<file path="config.mk">
export PLATFORM = sky130hd
export DESIGN_NAME = trace_frame_packer
export DESIGN_NICKNAME = d
export VERILOG_FILES = /design/src/rtl/tfp_pkg.sv /design/src/rtl/tfp_width_cfg.sv /design/src/rtl/tfp_slot_enc.sv /design/src/rtl/tfp_frame_acc.sv /design/src/rtl/trace_frame_packer.sv
export SDC_FILE = /design/constraint.sdc
export NUM_CORES = 1
export LEC_CHECK = 0
export BUFFER_PORTS_ARGS = -buffer_cell sky130_fd_sc_hd__buf_2
export CORE_MARGIN = 2
export CORE_UTILIZATION = 40
export CTS_BUF_LIST = sky130_fd_sc_hd__clkbuf_8 sky130_fd_sc_hd__clkbuf_16
export DETAILED_ROUTE_END_ITERATION = 8
export PLACE_DENSITY = 0.59
export SYNTH_ARGS = -nofsm -noshare
export SYNTH_HDL_FRONTEND = slang
export SYNTH_SLANG_ARGS = --single-unit
</file>
<file path="constraint.sdc">
create_clock -name clk -period 7.4 [get_ports clk]
set_clock_uncertainty 0.1 [all_clocks]
set_input_delay 0 -clock clk [delete_from_list [all_inputs] [get_ports clk]]
set_output_delay 0 -clock clk [all_outputs]
set_load 0.005 [all_outputs]
</file>
<file path="src/rtl/tfp_pkg.sv">
package tfp_pkg;

    localparam logic [1:0] PW_NIB  = 2'b00;
    localparam logic [1:0] PW_BYTE = 2'b01;

    // Bit span of one slot for the selected width (packet plus status and sync).
    function automatic logic [5:0] slot_span(input logic [1:0] w, input int pkt_w);
        int p;
        if (w == PW_NIB)       p = pkt_w / 4;
        else if (w == PW_BYTE) p = pkt_w / 2;
        else                   p = pkt_w;
        return 6'(p + 4);
    endfunction

    // Index of the final slot of a frame for the selected width.
    function automatic logic [1:0] slot_last(input logic [1:0] w);
        if (w == PW_NIB)       return 2'd2;
        else if (w == PW_BYTE) return 2'd1;
        else                   return 2'd0;
    endfunction

endpackage

</file>
<file path="src/rtl/tfp_width_cfg.sv">
module tfp_width_cfg (
    input  logic       clk,
    input  logic       rst_n,
    input  logic       cap_en_i,
    input  logic [1:0] width_req_i,
    output logic [1:0] width_o
);
    logic [1:0] width_d, width_q;

    always_comb begin
        width_d = width_q;
        if (!cap_en_i) width_d = width_req_i;
    end

    always_ff @(posedge clk or negedge rst_n) begin
        if (!rst_n) width_q <= 2'b00;
        else        width_q <= width_d;
    end

    assign width_o = width_q;


    width_hold_chk: assert property (@(posedge clk) disable iff (!rst_n)
        cap_en_i |=> $stable(width_o));

endmodule

</file>
<file path="src/rtl/tfp_slot_enc.sv">
module tfp_slot_enc #(
    parameter int         PKT_W     = 16,
    parameter logic [2:0] TRIG_CODE = 3'b110,
    localparam int        SLOT_MAX  = PKT_W + 4
) (
    input  logic [1:0]          width_i,
    input  logic [2:0]          stat_i,
    input  logic [PKT_W-1:0]    pkt_i,
    input  logic                sync_i,
    input  logic                trig_i,
    output logic [SLOT_MAX-1:0] slot_o
);
    logic [2:0]          stat_f;
    logic [PKT_W-1:0]    pkt_f;
    logic [SLOT_MAX-1:0] cand [3];
    logic [1:0]          sel;

    always_comb begin
        stat_f = stat_i;
        pkt_f  = pkt_i;
        if (trig_i) begin
            stat_f     = TRIG_CODE;
            pkt_f[2:0] = stat_i;
        end
    end

    for (genvar g = 0; g < 3; g++) begin : g_var
        localparam int PW = PKT_W >> (2 - g);
        assign cand[g] = SLOT_MAX'({sync_i, pkt_f[PW-1:0], stat_f});
    end

    assign sel    = width_i[1] ? 2'd2 : (width_i[0] ? 2'd1 : 2'd0);
    assign slot_o = cand[sel];

endmodule

</file>
<file path="src/rtl/tfp_frame_acc.sv">
module tfp_frame_acc
    import tfp_pkg::*;
#(
    parameter int  PKT_W    = 16,
    parameter int  FRAME_W  = 32,
    localparam int SLOT_MAX = PKT_W + 4
) (
    input  logic                clk,
    input  logic                rst_n,
    input  logic                cap_en_i,
    input  logic [1:0]          width_i,
    input  logic [SLOT_MAX-1:0] slot_i,
    input  logic                trig_i,
    output logic                frame_vld_o,
    output logic [FRAME_W-1:0]  frame_data_o,
    output logic                frame_trig_o,
    output logic                fmt_empty_o
);
    typedef struct packed {
        logic [FRAME_W-1:0] acc;
        logic [1:0]         fill;
        logic               trig;
        logic               vld;
        logic [FRAME_W-1:0] data;
        logic               trg;
    } acc_st_t;

    acc_st_t st_d, st_q;

    logic [7:0]         shamt;
    logic [FRAME_W-1:0] merged;
    logic               trig_m;

    always_comb begin
        shamt  = 8'(st_q.fill) * 8'(slot_span(width_i, PKT_W));
        merged = st_q.acc | (FRAME_W'(slot_i) << shamt);
        trig_m = st_q.trig | trig_i;

        st_d     = st_q;
        st_d.vld = 1'b0;
        st_d.trg = 1'b0;

        if (cap_en_i) begin
            if (st_q.fill == slot_last(width_i)) begin
                st_d.vld  = 1'b1;
                st_d.data = merged;
                st_d.trg  = trig_m;
                st_d.acc  = '0;
                st_d.fill = 2'd0;
                st_d.trig = 1'b0;
            end else begin
                st_d.acc  = merged;
                st_d.fill = st_q.fill + 2'd1;
                st_d.trig = trig_m;
            end
        end else if (st_q.fill != 2'd0) begin
            st_d.vld  = 1'b1;
            st_d.data = st_q.acc;
            st_d.trg  = st_q.trig;
            st_d.acc  = '0;
            st_d.fill = 2'd0;
            st_d.trig = 1'b0;
        end
    end

    always_ff @(posedge clk or negedge rst_n) begin
        if (!rst_n) st_q <= '0;
        else        st_q <= st_d;
    end

    assign frame_vld_o  = st_q.vld;
    assign frame_data_o = st_q.data;
    assign frame_trig_o = st_q.trg;
    assign fmt_empty_o  = (st_q.fill == 2'd0);


    trig_with_frame_chk: assert property (@(posedge clk) disable iff (!rst_n)
        frame_trig_o |-> frame_vld_o);


    wide_every_cycle_chk: assert property (@(posedge clk) disable iff (!rst_n)
        (cap_en_i && width_i[1]) |=> (frame_vld_o && fmt_empty_o));


    narrow_fill_chk: assert property (@(posedge clk) disable iff (!rst_n)
        (cap_en_i && !width_i[1] && fmt_empty_o) |=> !fmt_empty_o);


    flush_chk: assert property (@(posedge clk) disable iff (!rst_n)
        (!cap_en_i && !fmt_empty_o) |=> (frame_vld_o && fmt_empty_o));


    idle_quiet_chk: assert property (@(posedge clk) disable iff (!rst_n)
        (!cap_en_i && fmt_empty_o) |=> !frame_vld_o);

endmodule

</file>
<file path="src/rtl/trace_frame_packer.sv">
module trace_frame_packer #(
    parameter int         PKT_W     = 16,
    parameter int         FRAME_W   = 32,
    parameter logic [2:0] TRIG_CODE = 3'b110
) (
    input  logic               clk,
    input  logic               rst_n,
    input  logic               cap_en,
    input  logic [1:0]         port_width,
    input  logic [2:0]         smp_stat,
    input  logic [PKT_W-1:0]   smp_pkt,
    input  logic               smp_sync,
    input  logic               smp_trig,
    output logic               frame_vld,
    output logic [FRAME_W-1:0] frame_data,
    output logic               frame_trig,
    output logic               fmt_empty
);
    localparam int SLOT_MAX = PKT_W + 4;

    logic [1:0]          width_w;
    logic [SLOT_MAX-1:0] slot_w;

    tfp_width_cfg u_cfg (
        .clk         (clk),
        .rst_n       (rst_n),
        .cap_en_i    (cap_en),
        .width_req_i (port_width),
        .width_o     (width_w)
    );

    tfp_slot_enc #(.PKT_W(PKT_W), .TRIG_CODE(TRIG_CODE)) u_enc (
        .width_i (width_w),
        .stat_i  (smp_stat),
        .pkt_i   (smp_pkt),
        .sync_i  (smp_sync),
        .trig_i  (smp_trig),
        .slot_o  (slot_w)
    );

    tfp_frame_acc #(.PKT_W(PKT_W), .FRAME_W(FRAME_W)) u_acc (
        .clk          (clk),
        .rst_n        (rst_n),
        .cap_en_i     (cap_en),
        .width_i      (width_w),
        .slot_i       (slot_w),
        .trig_i       (smp_trig),
        .frame_vld_o  (frame_vld),
        .frame_data_o (frame_data),
        .frame_trig_o (frame_trig),
        .fmt_empty_o  (fmt_empty)
    );

endmodule

</file>
==> impl_metrics.py <==
metrics = {
    "global_route": {
        "overflow": 0,
        "track_usage_pct": 22.29,
        "grt_pass1_wl_mm": 19.91,
        "antenna_found_initial": 0,
        "grt_start_max_net_pins": 72,
        "grt_pass1_vias": 3552,
    },
    "logic_synthesis": {
        "syn_area_mm2": 0.004362,
        "avgSynthCellArea_um2": 9.300,
        "yosysSeqAreaShare_pct": 40.73,
        "ys_types": 70,
        "synthesis.nets": 501,
        "synthCells": 469,
        "yosysWarnings": 0,
        "synthTopCellsByArea": "dfrtp_1 (41%), buf_4 (6.0%), nor2_1 (4.0%)",
        "synth_edf_count": 0,
        "synth_seq_cells": 71,
        "synth_top_area_share_pct": 40.73,
        "synth_area_leader_cell": "dfrtp_1",
        "synth_ff_type": "dfrtp_1",
        "async_reset_ff_share_pct": 100.0,
    },
    "timing": {
        "fin_crit_ps": 3792,
        "max_freq_mhz": 263.7,
        "worst_slew_pin_slew_ps": 942.9,
        "setup_viol": 0,
        "relSlewSlack_pct": 36.77,
        "holdWs_ps": 8.951,
        "finalMaxSlewViolations": 0,
        "hold_violations": 0,
        "rsz0062_at_grt": "false",
        "setup_tns_ps": 0,
        "fin_crit_sh_pct": 51.24,
    },
    "clock_tree": {
        "htreeDepth": 3,
        "clock_path_buffers": 2,
        "cts_tree": "built",
        "cts.sinks": 71,
        "root_buffer": "clkbuf_8",
        "clk_latency_ps": 350,
        "postCtsSetupRepairBufs": 0,
        "clkTransAtPathRegs_ps": 80,
        "cts-buffers-inserted": 9,
    },
    "route": {
        "drc_errors": 0,
        "first_iter_violations": 345,
        "route.detailed.wl_per_inst_um": 19.92,
        "drtAntennaViolNets": 0,
        "vias": 3682,
        "wirelength_mm": 12.51,
        "via_per_inst": 5.863,
        "drt_first_pass_iters": 7,
    },
    "placed_design": {
        "gp_congestion": 0.8584,
        "portBuffers": 60,
        "dp_hpwl_mm": 8.872,
        "dpl.cell_count": 607,
        "dpl_cell_area_mm2": 0.004457,
    },
    "setup_path": {
        "reg2reg_from": "u_cfg.width_o[1]",
        "r2r-end": "u_acc.st_q[54]",
        "cp-start-kind": "flop",
        "crit_required_ps": 7590,
        "critical_path_peak_fanout": 20,
        "crit_type": "reg2reg",
        "r2r_setup_slack_ps": 3610,
        "cp-end-kind": "flop",
        "rr_worst_depth": 10,
        "arrival_ps": 3980,
    },
    "floorplanning": {
        "start_util_pct": 40.59,
        "die_area_mm2": 0.01176,
        "rows": 38,
        "die_width_um": 108.4,
        "coreArea_mm2": 0.01075,
        "io_pins": 61,
        "dieHeight_um": 108.4,
    },
    "cells_and_area": {
        "fillers": 1120,
        "multi_input_area_mm2": 0.002131,
        "drive_gt1_share_pct": 20.90,
        "seqCellArea_mm2": 0.001777,
        "n_antenna_cell": 0,
        "fin_cells": 628,
        "fin_area_mm2": 0.004690,
        "layout_commonest_cell": "dfrtp_1",
        "area_growth_pct": 7.516,
        "final_cell_mix": "dfrtp_1 (71), buf_2 (59), nor2_1 (47), nand2_1 (32), a21oi_1 (28)",
        "final_nets": 515,
    },
    "job": {
        "drv_cap": 0,
    },
    "worst_hold_path": {
        "whs_path_depth": 4,
        "worstHoldPathType": "in2reg",
        "whs_endpoint": "u_acc.st_q[38]",
        "worstHoldStart": "smp_stat[1]",
    },
    "power": {
        "leakage_nw": 2.095,
        "vdd_drop_max_mv": 0.2067,
        "power.density_mw_per_mm2": 448.1,
        "power.total_w": 0.002102,
    },
    "outcome": {
        "outcome": "finished clean",
    },
}
[state kept, by name, summed over array words and instances, names as in the netlist]
name and count:
u_acc.frame_vld_o 1, u_acc.st_q 35, u_acc.frame_data_o 32, u_acc.frame_trig_o 1
u_cfg.width_o 2
[worst max path at each step]
stage | start | end | slack (ps) | cells past startpoint
2_1_floorplan | u_cfg.width_o[0] | u_acc.frame_data_o[20] | 4550 | 13
3_3_place_gp | u_cfg.width_o[1] | u_acc.st_q[43] | 3790 | 10
3_5_place_dp | u_cfg.width_o[1] | u_acc.st_q[54] | 3630 | 10
4_1_cts | u_cfg.width_o[1] | u_acc.st_q[43] | 3620 | 10
5_1_grt | u_cfg.width_o[1] | u_acc.st_q[43] | 3190 | 10
6_report | u_cfg.width_o[1] | u_acc.st_q[54] | 3610 | 10
[stage by stage]
step	utilization, %	worst slack (ps)
global route	43.64	3186
CTS	43.64	3619
detailed placement	41.48	3635
floorplan	-	4550
finish	43.64	3608
global placement	41.48	3792
[cells in the mapped netlist (5+ instances only)]
cell type  number
o32ai_1         5
buf_4          35
a31oi_1        15
nor2_1         47
a211oi_1       11
inv_1          10
a21oi_1        28
o21ai_1         5
buf_2          15
o22ai_1        16
o31a_1          7
ha_1            5
dfrtp_1        71
o22a_1         10
mux2i_1        13
nor3_1          5
a22o_1          6
nand2_1        32
mux2_2          8
o21ai_0        21
nand3_1        10
clkbuf_1       14
[cell families (layout without fill, tap and decap cells)]
| kind of cell | after synthesis | in the layout | share of synthesized area (%) |
|---|---|---|---|
| multiplexers | 24 | 24 | 5.909 |
| other | 1 | 1 | 0.08598 |
| flip-flops | 71 | 71 | 40.73 |
| adder cells (fa/ha/maj) | 6 | 6 | 1.893 |
| AO/OA/AOI/OAI | 163 | 163 | 26.68 |
| buffers and inverters | 77 | 96 | 10.41 |
| AND/OR/NAND/NOR | 124 | 124 | 13.25 |
| XOR/XNOR | 3 | 3 | 1.033 |
[where the power goes]
group	total (W)	switching, W	leakage (nW)	internal, W
registers	0.000671	0.000109	0.913	0.000562
logic	0.00114	0.000694	1.09	0.000446
clock network	0.000291	0.000152	0.0955	0.000139
total	0.00210	0.000955	2.10	0.00115
[cell type report]
class | count | share of cell area (%)
multi-input combinational | 321 | 45.44
sequential | 71 | 37.89
timing repair buffer | 69 | 8.164
tap | 140 | 3.735
clock buffer | 11 | 3.228
inverter | 11 | 0.8805
clock inverter | 5 | 0.6670
[worst max-delay path, stage by stage, from the launching register on]
cell      delay (ps)
dfrtp_1          740
nor2_1           190
inv_1            130
ha_1             160
ha_1             170
inv_1             60
fa_1             910
and2_1           680
a21oi_1           80
a211oi_1         330
a22o_1           170
[timing repair]
item | 4_1_cts | 5_1_grt
resized for setup | 0 | 0
hold buffers | 5 | 0
setup endpoints to repair | 0 | 0
endpoints found under the hold margin | 76 | 0
[layer usage]
metal	GRT usage, %	wire length, um
met1	31.05	5615
met4	7.967	312
met2	34.87	5914
met5	0	0
met3	3.797	668
(Power assumes the default switching activity.)
